$ cat config.mk
export PLATFORM = sky130hd
export DESIGN_NAME = adc_ctrl_regs
export DESIGN_NICKNAME = d
export VERILOG_FILES = /design/src/rtl/adc_regs_pkg.sv /design/src/rtl/adc_addr_decode.sv /design/src/rtl/adc_conv_seq.sv /design/src/rtl/adc_result_path.sv /design/src/rtl/adc_ctrl_regs.sv
export SDC_FILE = /design/constraint.sdc
export NUM_CORES = 1
export LEC_CHECK = 0
export BUFFER_PORTS_ARGS = -buffer_cell sky130_fd_sc_hd__buf_2
export CORE_MARGIN = 2
export CORE_UTILIZATION = 37
export CTS_CLUSTER_SIZE = 10
export DETAILED_ROUTE_END_ITERATION = 10
export MAX_ROUTING_LAYER = met4
export PLACE_DENSITY = 0.57
export SLEW_MARGIN = 25
export SYNTH_ARGS = -nofsm -noshare
export SYNTH_HDL_FRONTEND = slang
export SYNTH_SLANG_ARGS = --single-unit
export TNS_END_PERCENT = 100
$ cat constraint.sdc
create_clock -name clk -period 2.18 [get_ports clk]
set_input_delay 0.218 -clock clk [delete_from_list [all_inputs] [get_ports clk]]
set_output_delay 0.218 -clock clk [all_outputs]
set_load 0.02 [all_outputs]
$ cat src/rtl/adc_regs_pkg.sv
package adc_regs_pkg;

   localparam int NUM_REGS  = 12;
   localparam int AUX_FIRST = 8;
   localparam int NUM_AUX   = 4;

   typedef enum logic [3:0] {
      RI_CHCTL0  = 4'd0,
      RI_CHCTL1  = 4'd1,
      RI_STATUS  = 4'd2,
      RI_RESULT0 = 4'd3,
      RI_RESULT1 = 4'd4,
      RI_CONFIG  = 4'd5,
      RI_GENCTL  = 4'd6,
      RI_GENSTS  = 4'd7,
      RI_CMPVAL  = 4'd8,
      RI_OFFSET  = 4'd9,
      RI_CALVAL  = 4'd10,
      RI_PINCTL  = 4'd11
   } reg_idx_e;

   localparam logic [31:0] LAST_OFFSET = 32'h30;

   // bit positions decoded by software and by the engine
   localparam int CH_IE_BIT   = 7;
   localparam int ST_DONE_BIT = 0;
   localparam int GC_AVG_BIT  = 5;
   localparam int GC_CONT_BIT = 6;
   localparam int GC_CAL_BIT  = 7;
   localparam int GS_BUSY_BIT = 0;
   localparam int GS_CALF_BIT = 1;
   localparam int CF_RES_LO   = 2;
   localparam int CF_AVG_LO   = 14;
   localparam int CF_OVWR_BIT = 16;
   localparam int CF_WIDTH    = 17;

   typedef enum logic [1:0] {
      RES_8    = 2'd0,
      RES_10   = 2'd1,
      RES_12   = 2'd2,
      RES_FULL = 2'd3
   } res_mode_e;

   function automatic logic [31:0] reg_offset(int unsigned idx);
      logic [31:0] off;
      if (idx == 32'd11) off = LAST_OFFSET;
      else               off = 32'(idx * 4);
      return off;
   endfunction

endpackage

$ cat src/rtl/adc_addr_decode.sv
module adc_addr_decode
   import adc_regs_pkg::*;
#(
   parameter int ADDR_W = 8
) (
   input  logic                clk,
   input  logic                rst_n,
   input  logic                wr,
   input  logic                rd,
   input  logic [ADDR_W-1:0]   addr,
   output logic [NUM_REGS-1:0] wr_sel,
   output logic [NUM_REGS-1:0] rd_sel
);

   logic [31:0] addr32;
   logic        aligned;
   logic        in_range;

   always_comb begin
      addr32             = '0;
      addr32[ADDR_W-1:0] = addr;
   end

   assign aligned  = (addr[1:0] == 2'b00);
   assign in_range = (addr32 <= LAST_OFFSET);

   for (genvar g = 0; g < NUM_REGS; g++) begin : g_hit
      logic hit;
      assign hit       = aligned && in_range && (addr32 == reg_offset(g));
      assign wr_sel[g] = wr & hit;
      assign rd_sel[g] = rd & hit;
   end

   a_r1_single_select : assert property (@(posedge clk) disable iff (!rst_n)
      $onehot0(wr_sel) && $onehot0(rd_sel));

   a_r1_misaligned_none : assert property (@(posedge clk) disable iff (!rst_n)
      (addr[1:0] != 2'b00) |-> (wr_sel == '0 && rd_sel == '0));

endmodule

$ cat src/rtl/adc_conv_seq.sv
module adc_conv_seq
   import adc_regs_pkg::*;
#(
   parameter int CHAN_W = 5
) (
   input  logic              clk,
   input  logic              rst_n,
   input  logic              hc0_wr,
   input  logic              gc_wr,
   input  logic [7:0]        wdata,
   input  logic              eng_done,
   input  logic              cal_done,
   input  logic              cal_fail_in,
   output logic              conv_start,
   output logic              conv_stop,
   output logic [CHAN_W-1:0] conv_chan,
   output logic              chan_ie,
   output logic              avg_en,
   output logic              cal_start,
   output logic              done_acc,
   output logic              cal_evt,
   output logic [31:0]       hc0_view,
   output logic [31:0]       gc_view,
   output logic [31:0]       gs_view
);

   localparam logic [CHAN_W-1:0] CHAN_HALT = {CHAN_W{1'b1}};

   logic [CHAN_W-1:0] chan_q;
   logic              ie_q;
   logic [6:0]        gc_q;
   logic              active_q;
   logic              start_q;
   logic              stop_q;
   logic              cal_busy_q;
   logic              cal_start_q;
   logic              cal_fail_q;
   logic              halt_req;
   logic              cont_next;
   logic              restart;

   assign halt_req  = (wdata[CHAN_W-1:0] == CHAN_HALT);
   assign done_acc  = eng_done && active_q;
   assign cont_next = gc_wr ? wdata[GC_CONT_BIT] : gc_q[GC_CONT_BIT];
   assign restart   = done_acc && cont_next && !hc0_wr;
   assign cal_evt   = cal_busy_q && cal_done;

   always_ff @(posedge clk or negedge rst_n) begin
      if (!rst_n) begin
         chan_q      <= CHAN_HALT;
         ie_q        <= 1'b0;
         gc_q        <= '0;
         active_q    <= 1'b0;
         start_q     <= 1'b0;
         stop_q      <= 1'b0;
         cal_busy_q  <= 1'b0;
         cal_start_q <= 1'b0;
         cal_fail_q  <= 1'b0;
      end else begin
         start_q     <= 1'b0;
         stop_q      <= 1'b0;
         cal_start_q <= 1'b0;
         if (gc_wr) gc_q <= wdata[6:0];
         if (hc0_wr) begin
            chan_q <= wdata[CHAN_W-1:0];
            ie_q   <= wdata[CH_IE_BIT];
            if (halt_req) begin
               active_q <= 1'b0;
               stop_q   <= 1'b1;
            end else begin
               active_q <= 1'b1;
               start_q  <= 1'b1;
            end
         end else if (done_acc) begin
            if (restart) start_q  <= 1'b1;
            else         active_q <= 1'b0;
         end
         if (cal_evt) begin
            cal_busy_q <= 1'b0;
            cal_fail_q <= cal_fail_in;
         end else if (gc_wr && wdata[GC_CAL_BIT] && !cal_busy_q) begin
            cal_busy_q  <= 1'b1;
            cal_start_q <= 1'b1;
            cal_fail_q  <= 1'b0;
         end
      end
   end

   assign conv_start = start_q;
   assign conv_stop  = stop_q;
   assign conv_chan  = chan_q;
   assign chan_ie    = ie_q;
   assign avg_en     = gc_q[GC_AVG_BIT];
   assign cal_start  = cal_start_q;

   always_comb begin
      hc0_view                = '0;
      hc0_view[CHAN_W-1:0]    = chan_q;
      hc0_view[CH_IE_BIT]     = ie_q;
      gc_view                 = '0;
      gc_view[6:0]            = gc_q;
      gc_view[GC_CAL_BIT]     = cal_busy_q;
      gs_view                 = '0;
      gs_view[GS_BUSY_BIT]    = active_q;
      gs_view[GS_CALF_BIT]    = cal_fail_q;
   end

   a_r2_start_real_chan : assert property (@(posedge clk) disable iff (!rst_n)
      conv_start |-> (conv_chan != CHAN_HALT));

   a_r7_start_only_active : assert property (@(posedge clk) disable iff (!rst_n)
      conv_start |-> active_q);

   a_r3_stop_idles : assert property (@(posedge clk) disable iff (!rst_n)
      conv_stop |-> (!active_q && !conv_start));

   a_r8_cal_start_busy : assert property (@(posedge clk) disable iff (!rst_n)
      cal_start |-> cal_busy_q);

   a_r8_cal_done_clears : assert property (@(posedge clk) disable iff (!rst_n)
      cal_evt |=> !cal_busy_q);

endmodule

$ cat src/rtl/adc_result_path.sv
module adc_result_path
   import adc_regs_pkg::*;
#(
   parameter int RES_W = 12
) (
   input  logic             clk,
   input  logic             rst_n,
   input  logic             done_acc,
   input  logic [RES_W-1:0] eng_result,
   input  logic [1:0]       res_mode,
   input  logic             ovwr_en,
   input  logic             rd_clr,
   input  logic             cal_evt,
   output logic [RES_W-1:0] result_q,
   output logic             flag_q
);

   logic [RES_W-1:0] masked;
   logic             accept;

   always_comb begin
      masked = '0;
      case (res_mode)
         RES_8:   masked[7:0] = eng_result[7:0];
         RES_10:  masked[9:0] = eng_result[9:0];
         default: masked      = eng_result;
      endcase
   end

   assign accept = done_acc && (ovwr_en || !flag_q);

   always_ff @(posedge clk or negedge rst_n) begin
      if (!rst_n) begin
         result_q <= '0;
         flag_q   <= 1'b0;
      end else begin
         if (accept) result_q <= masked;
         if (accept || cal_evt) flag_q <= 1'b1;
         else if (rd_clr)       flag_q <= 1'b0;
      end
   end

   a_r6_hold_unread : assert property (@(posedge clk) disable iff (!rst_n)
      (done_acc && !ovwr_en && flag_q) |=> $stable(result_q));

   a_r5_read_clears : assert property (@(posedge clk) disable iff (!rst_n)
      (rd_clr && !done_acc && !cal_evt) |=> !flag_q);

   a_r4_narrow_zero : assert property (@(posedge clk) disable iff (!rst_n)
      (accept && res_mode == RES_8) |=> (result_q[RES_W-1:8] == '0));

   a_r4_flag_on_done : assert property (@(posedge clk) disable iff (!rst_n)
      done_acc |=> flag_q);

   a_r8_cal_keeps_result : assert property (@(posedge clk) disable iff (!rst_n)
      (cal_evt && !done_acc) |=> $stable(result_q));

endmodule

$ cat src/rtl/adc_ctrl_regs.sv
module adc_ctrl_regs
   import adc_regs_pkg::*;
#(
   parameter int ADDR_W = 8,
   parameter int CHAN_W = 5,
   parameter int RES_W  = 12,
   parameter int AUX_W  = 16
) (
   input  logic              clk,
   input  logic              rst_n,
   input  logic              bus_wr,
   input  logic              bus_rd,
   input  logic [ADDR_W-1:0] bus_addr,
   input  logic [31:0]       bus_wdata,
   output logic [31:0]       bus_rdata,
   output logic              irq,
   output logic              conv_start,
   output logic              conv_stop,
   output logic [CHAN_W-1:0] conv_chan,
   output logic [1:0]        conv_res,
   output logic              avg_en,
   output logic [1:0]        avg_sel,
   input  logic              eng_done,
   input  logic [RES_W-1:0]  eng_result,
   output logic              cal_start,
   input  logic              cal_done,
   input  logic              cal_fail
);

   if (ADDR_W < 6 || ADDR_W > 32) begin : g_bad_addr
      $error("ADDR_W must lie in 6..32");
   end
   if (CHAN_W < 1 || CHAN_W > 7) begin : g_bad_chan
      $error("CHAN_W must lie in 1..7");
   end
   if (RES_W < 12 || RES_W > 32) begin : g_bad_res
      $error("RES_W must lie in 12..32");
   end
   if (AUX_W < 1 || AUX_W > 32) begin : g_bad_aux
      $error("AUX_W must lie in 1..32");
   end

   logic [NUM_REGS-1:0] wr_sel;
   logic [NUM_REGS-1:0] rd_sel;
   logic [31:0]         reg_view [NUM_REGS];
   logic [7:0]          hc1_q;
   logic [CF_WIDTH-1:0] cfg_q;
   logic                chan_ie;
   logic                done_acc;
   logic                cal_evt;
   logic [RES_W-1:0]    result_q;
   logic                flag_q;
   logic [31:0]         hc0_view;
   logic [31:0]         gc_view;
   logic [31:0]         gs_view;
   logic                unused_ro_wr;
   logic                unused_wdata;

   assign unused_ro_wr = wr_sel[RI_STATUS] | wr_sel[RI_RESULT0] |
                         wr_sel[RI_RESULT1] | wr_sel[RI_GENSTS];
   assign unused_wdata = ^bus_wdata;

   adc_addr_decode #(.ADDR_W(ADDR_W)) u_decode (
      .clk    (clk),
      .rst_n  (rst_n),
      .wr     (bus_wr),
      .rd     (bus_rd),
      .addr   (bus_addr),
      .wr_sel (wr_sel),
      .rd_sel (rd_sel)
   );

   adc_conv_seq #(.CHAN_W(CHAN_W)) u_seq (
      .clk         (clk),
      .rst_n       (rst_n),
      .hc0_wr      (wr_sel[RI_CHCTL0]),
      .gc_wr       (wr_sel[RI_GENCTL]),
      .wdata       (bus_wdata[7:0]),
      .eng_done    (eng_done),
      .cal_done    (cal_done),
      .cal_fail_in (cal_fail),
      .conv_start  (conv_start),
      .conv_stop   (conv_stop),
      .conv_chan   (conv_chan),
      .chan_ie     (chan_ie),
      .avg_en      (avg_en),
      .cal_start   (cal_start),
      .done_acc    (done_acc),
      .cal_evt     (cal_evt),
      .hc0_view    (hc0_view),
      .gc_view     (gc_view),
      .gs_view     (gs_view)
   );

   adc_result_path #(.RES_W(RES_W)) u_result (
      .clk        (clk),
      .rst_n      (rst_n),
      .done_acc   (done_acc),
      .eng_result (eng_result),
      .res_mode   (cfg_q[CF_RES_LO +: 2]),
      .ovwr_en    (cfg_q[CF_OVWR_BIT]),
      .rd_clr     (rd_sel[RI_RESULT0]),
      .cal_evt    (cal_evt),
      .result_q   (result_q),
      .flag_q     (flag_q)
   );

   always_ff @(posedge clk or negedge rst_n) begin
      if (!rst_n) begin
         hc1_q <= '0;
         cfg_q <= '0;
      end else begin
         if (wr_sel[RI_CHCTL1]) hc1_q <= bus_wdata[7:0];
         if (wr_sel[RI_CONFIG]) cfg_q <= bus_wdata[CF_WIDTH-1:0];
      end
   end

   for (genvar g = 0; g < NUM_AUX; g++) begin : g_aux
      logic [AUX_W-1:0] aux_q;
      always_ff @(posedge clk or negedge rst_n) begin
         if (!rst_n)                     aux_q <= '0;
         else if (wr_sel[AUX_FIRST + g]) aux_q <= bus_wdata[AUX_W-1:0];
      end
      assign reg_view[AUX_FIRST + g] = 32'(aux_q);
   end

   assign reg_view[RI_CHCTL0]  = hc0_view;
   assign reg_view[RI_CHCTL1]  = 32'(hc1_q);
   assign reg_view[RI_STATUS]  = 32'(flag_q) << ST_DONE_BIT;
   assign reg_view[RI_RESULT0] = 32'(result_q);
   assign reg_view[RI_RESULT1] = '0;
   assign reg_view[RI_CONFIG]  = 32'(cfg_q);
   assign reg_view[RI_GENCTL]  = gc_view;
   assign reg_view[RI_GENSTS]  = gs_view;

   always_comb begin
      bus_rdata = '0;
      for (int i = 0; i < NUM_REGS; i++) begin
         if (rd_sel[i]) bus_rdata = bus_rdata | reg_view[i];
      end
   end

   assign irq     = flag_q & chan_ie;
   assign conv_res = cfg_q[CF_RES_LO +: 2];
   assign avg_sel = cfg_q[CF_AVG_LO +: 2];

   a_r9_avg_follows_write : assert property (@(posedge clk) disable iff (!rst_n)
      wr_sel[RI_GENCTL] |=> (avg_en == $past(bus_wdata[GC_AVG_BIT])));

   a_r10_status_read_only : assert property (@(posedge clk) disable iff (!rst_n)
      (wr_sel[RI_STATUS] && !done_acc && !cal_evt && !rd_sel[RI_RESULT0])
      |=> $stable(flag_q));

   a_r5_irq_drop_on_read : assert property (@(posedge clk) disable iff (!rst_n)
      (rd_sel[RI_RESULT0] && !done_acc && !cal_evt) |=> !irq);

endmodule

==> results_dict.tcl <==
set metrics [dict create \
    grt-busiest-layer "met2" \
    core_area_um2 16000 \
    grt_pass1_vias 4715 \
    leakage_nw 3.86 \
    cts.sinks 121 \
    gr-usage-all-layers_pct 21.0 \
    clk_latency_ns 0.43 \
    endpoint_kind "primary output" \
    hold_violations 0 \
    vias 4570 \
    cp.required_ns 1.96 \
    met3_usage_pct 5.92 \
    r2r_slack_ns 0.97 \
    run_status "complete, but fails checks" \
    final_cell_mix "116 x dfrtp_1, 96 x mux2_2, 72 x buf_2" \
    postSynthCellCount 507 \
    reg2regPathDepth 3 \
    critPathLaunchType "flop" \
    die_area_um2 17500 \
    cp-startpoint "u_result.result_q[0]" \
    rr_endpoint "u_result.result_q[8]" \
    grt_start_max_net_pins 51 \
    fin_crit_ns 2.18 \
    routed_via_density 5.34 \
    synth-main-ff-cell "dfrtp_1" \
    first_pass_iters 5 \
    grt_setup_unrepaired "yes" \
    clkTransAtPathRegs_ns 0.06 \
    crit_end "bus_rdata[0]" \
    drt_iter0_drc 254 \
    synth_area_um2 6100 \
    root_buffer "clkbuf_16" \
    post_drt_wl_per_cell_um 19.8 \
    synthArstFlopShare_pct 100 \
    die_h_um 132 \
    post-place-cells 811 \
    io_pins 105 \
    worstPathArrival_ns 1.96 \
    fp-row-count 46 \
    ys_ff_latch 121 \
    synth_edf_count 0 \
    met2_usage_pct 32.4 \
    place_congestion 0.877 \
    grt-ovfl-total 0 \
    finalWirelength_mm 16.9 \
    final_common_cell "dfrtp_1" \
    drv_cap 0 \
    dp_hpwl_mm 11.9 \
    met1_usage_pct 26.9 \
    drtAntennaViolNets 0 \
    max_freq_mhz 458 \
    htree_levels 4 \
    nets 686 \
    violations "negative setup slack" \
    die_w_um 132 \
    drc 0 \
    synth_area_per_cell_um2 12.0 \
    place_ws_ns 0.0509 \
    finClkSkew_ns 0.00390 \
    r2r_start "u_seq.active_q" \
    hold_class "primary input to flop" \
    drv_slew 0 \
    diodes 0 \
    tightest_slew_ns 0.533 \
    drive_gt1_share_pct 44.8 \
    max_slew_margin_pct 64.4 \
    yosysWarnings 0 \
    areaGrowthSynthToFinish_pct 27.0 \
    cts_tree "done" \
    synth.distinct_cells 64 \
    p_per_area_nw_per_um2 764 \
    finalNonFillerCells 856 \
    setup_viol_count_final 1 \
    yosysSeqAreaShare_pct 49.8 \
    critPathKind "flop to primary output" \
    max-vdd-ir-drop_mv 0.658 \
    setup_slack_ns -0.00280 \
    fin_crit_sh_pct 100 \
    p_total_w 0.00592 \
    grt_pass1_wl_mm 27.0 \
    numPortBuffers 74 \
    cts_max_path_buffers 2 \
    antenna_found_initial 0 \
    start_util_pct 38.1 \
    cts_buffers 17 \
    cp_max_fo 2 \
]
critical path, cell delays in order (launching register included):
cell and delay [ns]:
dfrtp_1 0.39, mux2i_2 0.21, nor4_2 0.07, a41o_1 0.21, or4b_4 0.50, buf_6 0.15
cell families after synthesis:
family          Yosys count  synth area share [%]
mux                     123                  23.0
flops                   121                  49.8
simple gates            136                  13.4
buf+inv                  59                  5.56
compound gates           67                  8.19
other cells               1                0.0615
power breakdown:
part / leakage (nW) / total, W / internal [W] / switching (W)
clock network: 0.321 / 0.00316 / 0.00212 / 0.00104
registers: 1.66 / 0.00235 / 0.00232 / 0.0000371
logic: 1.88 / 0.000400 / 0.000162 / 0.000238
total: 3.86 / 0.00592 / 0.00460 / 0.00131
cells in the mapped netlist, drive strengths merged, types with 3 or more instances:
master | number | area share [%]
a221oi | 3 | 0.43
o221ai | 4 | 0.57
a32oi | 3 | 0.43
and3 | 7 | 0.72
a22o | 3 | 0.43
nor3b | 4 | 0.49
nand3b | 6 | 0.74
nor2b | 3 | 0.31
nand3 | 17 | 1.4
mux2i | 17 | 2.8
o211ai | 4 | 0.49
clkbuf | 12 | 0.74
inv | 8 | 0.49
and2 | 4 | 0.41
a21oi | 6 | 0.49
a22oi | 9 | 1.1
dfrtp | 116 | 48
nand2 | 49 | 3.0
o32a | 4 | 0.66
a211o | 3 | 0.43
buf | 39 | 4.3
mux2 | 106 | 20
nor4 | 3 | 0.55
dfstp | 5 | 2.2
nor4b | 3 | 0.53
nor2 | 9 | 0.86
nor3 | 5 | 0.60
o21ai | 14 | 1.1
nand4 | 11 | 1.6
how the worst min path moves through the flow:
stage	start	to	cells after the start
finish	eng_done	u_seq.active_q	2
global route	bus_wdata[16]	cfg_q[16]	2
CTS	eng_done	u_seq.active_q	2
detailed placement	rst_n	u_seq.conv_start	1
global placement	rst_n	u_seq.conv_start	1
floorplan	rst_n	cfg_q[0]	0
area by class of cell:
type	count	area, um^2
sequential	121	3030
fill	1534	8260
inverter	8	30.0
timing repair buffer	138	947
multi-input combinational	341	2800
clock buffer	22	474
tap	216	270
clock inverter	10	189
routing by layer:
metal	vias up	part of all wire, %
met5	-	0
met4	0	1.2
met3	18	5.5
met2	158	48
met1	2319	45
li1	2075	-
flip-flops by register name (all words and copies together), names as in the netlist, 5 cells and up:
signal             count
cfg_q                 17
g_aux.aux_q           64
hc1_q                  8
u_result.result_q     12
u_seq.conv_chan        5
u_seq.gc_q             7
timing repair:
action,4_1_cts,5_1_grt
endpoints found under the setup margin,1,7
setup buffers,2,1
endpoints found under the hold margin,30,0
pin swaps,2,1
resized for setup,4,3
hold buffers,10,0
per-stage QoR:
stage          hold slack [ns]  setup TNS (ns)  cell area, um^2  util (%)
2_1_floorplan          -0.0776               0             6150         -
3_3_place_gp             0.152               0             6930      43.3
3_5_place_dp             0.160               0             6930      43.3
4_1_cts                0.00349         -0.0168             7720      48.3
5_1_grt                 0.0259         -0.0497             7740      48.4
6_report               0.00519        -0.00280             7740      48.4
Note: power is estimated with default switching activity, not from simulation.
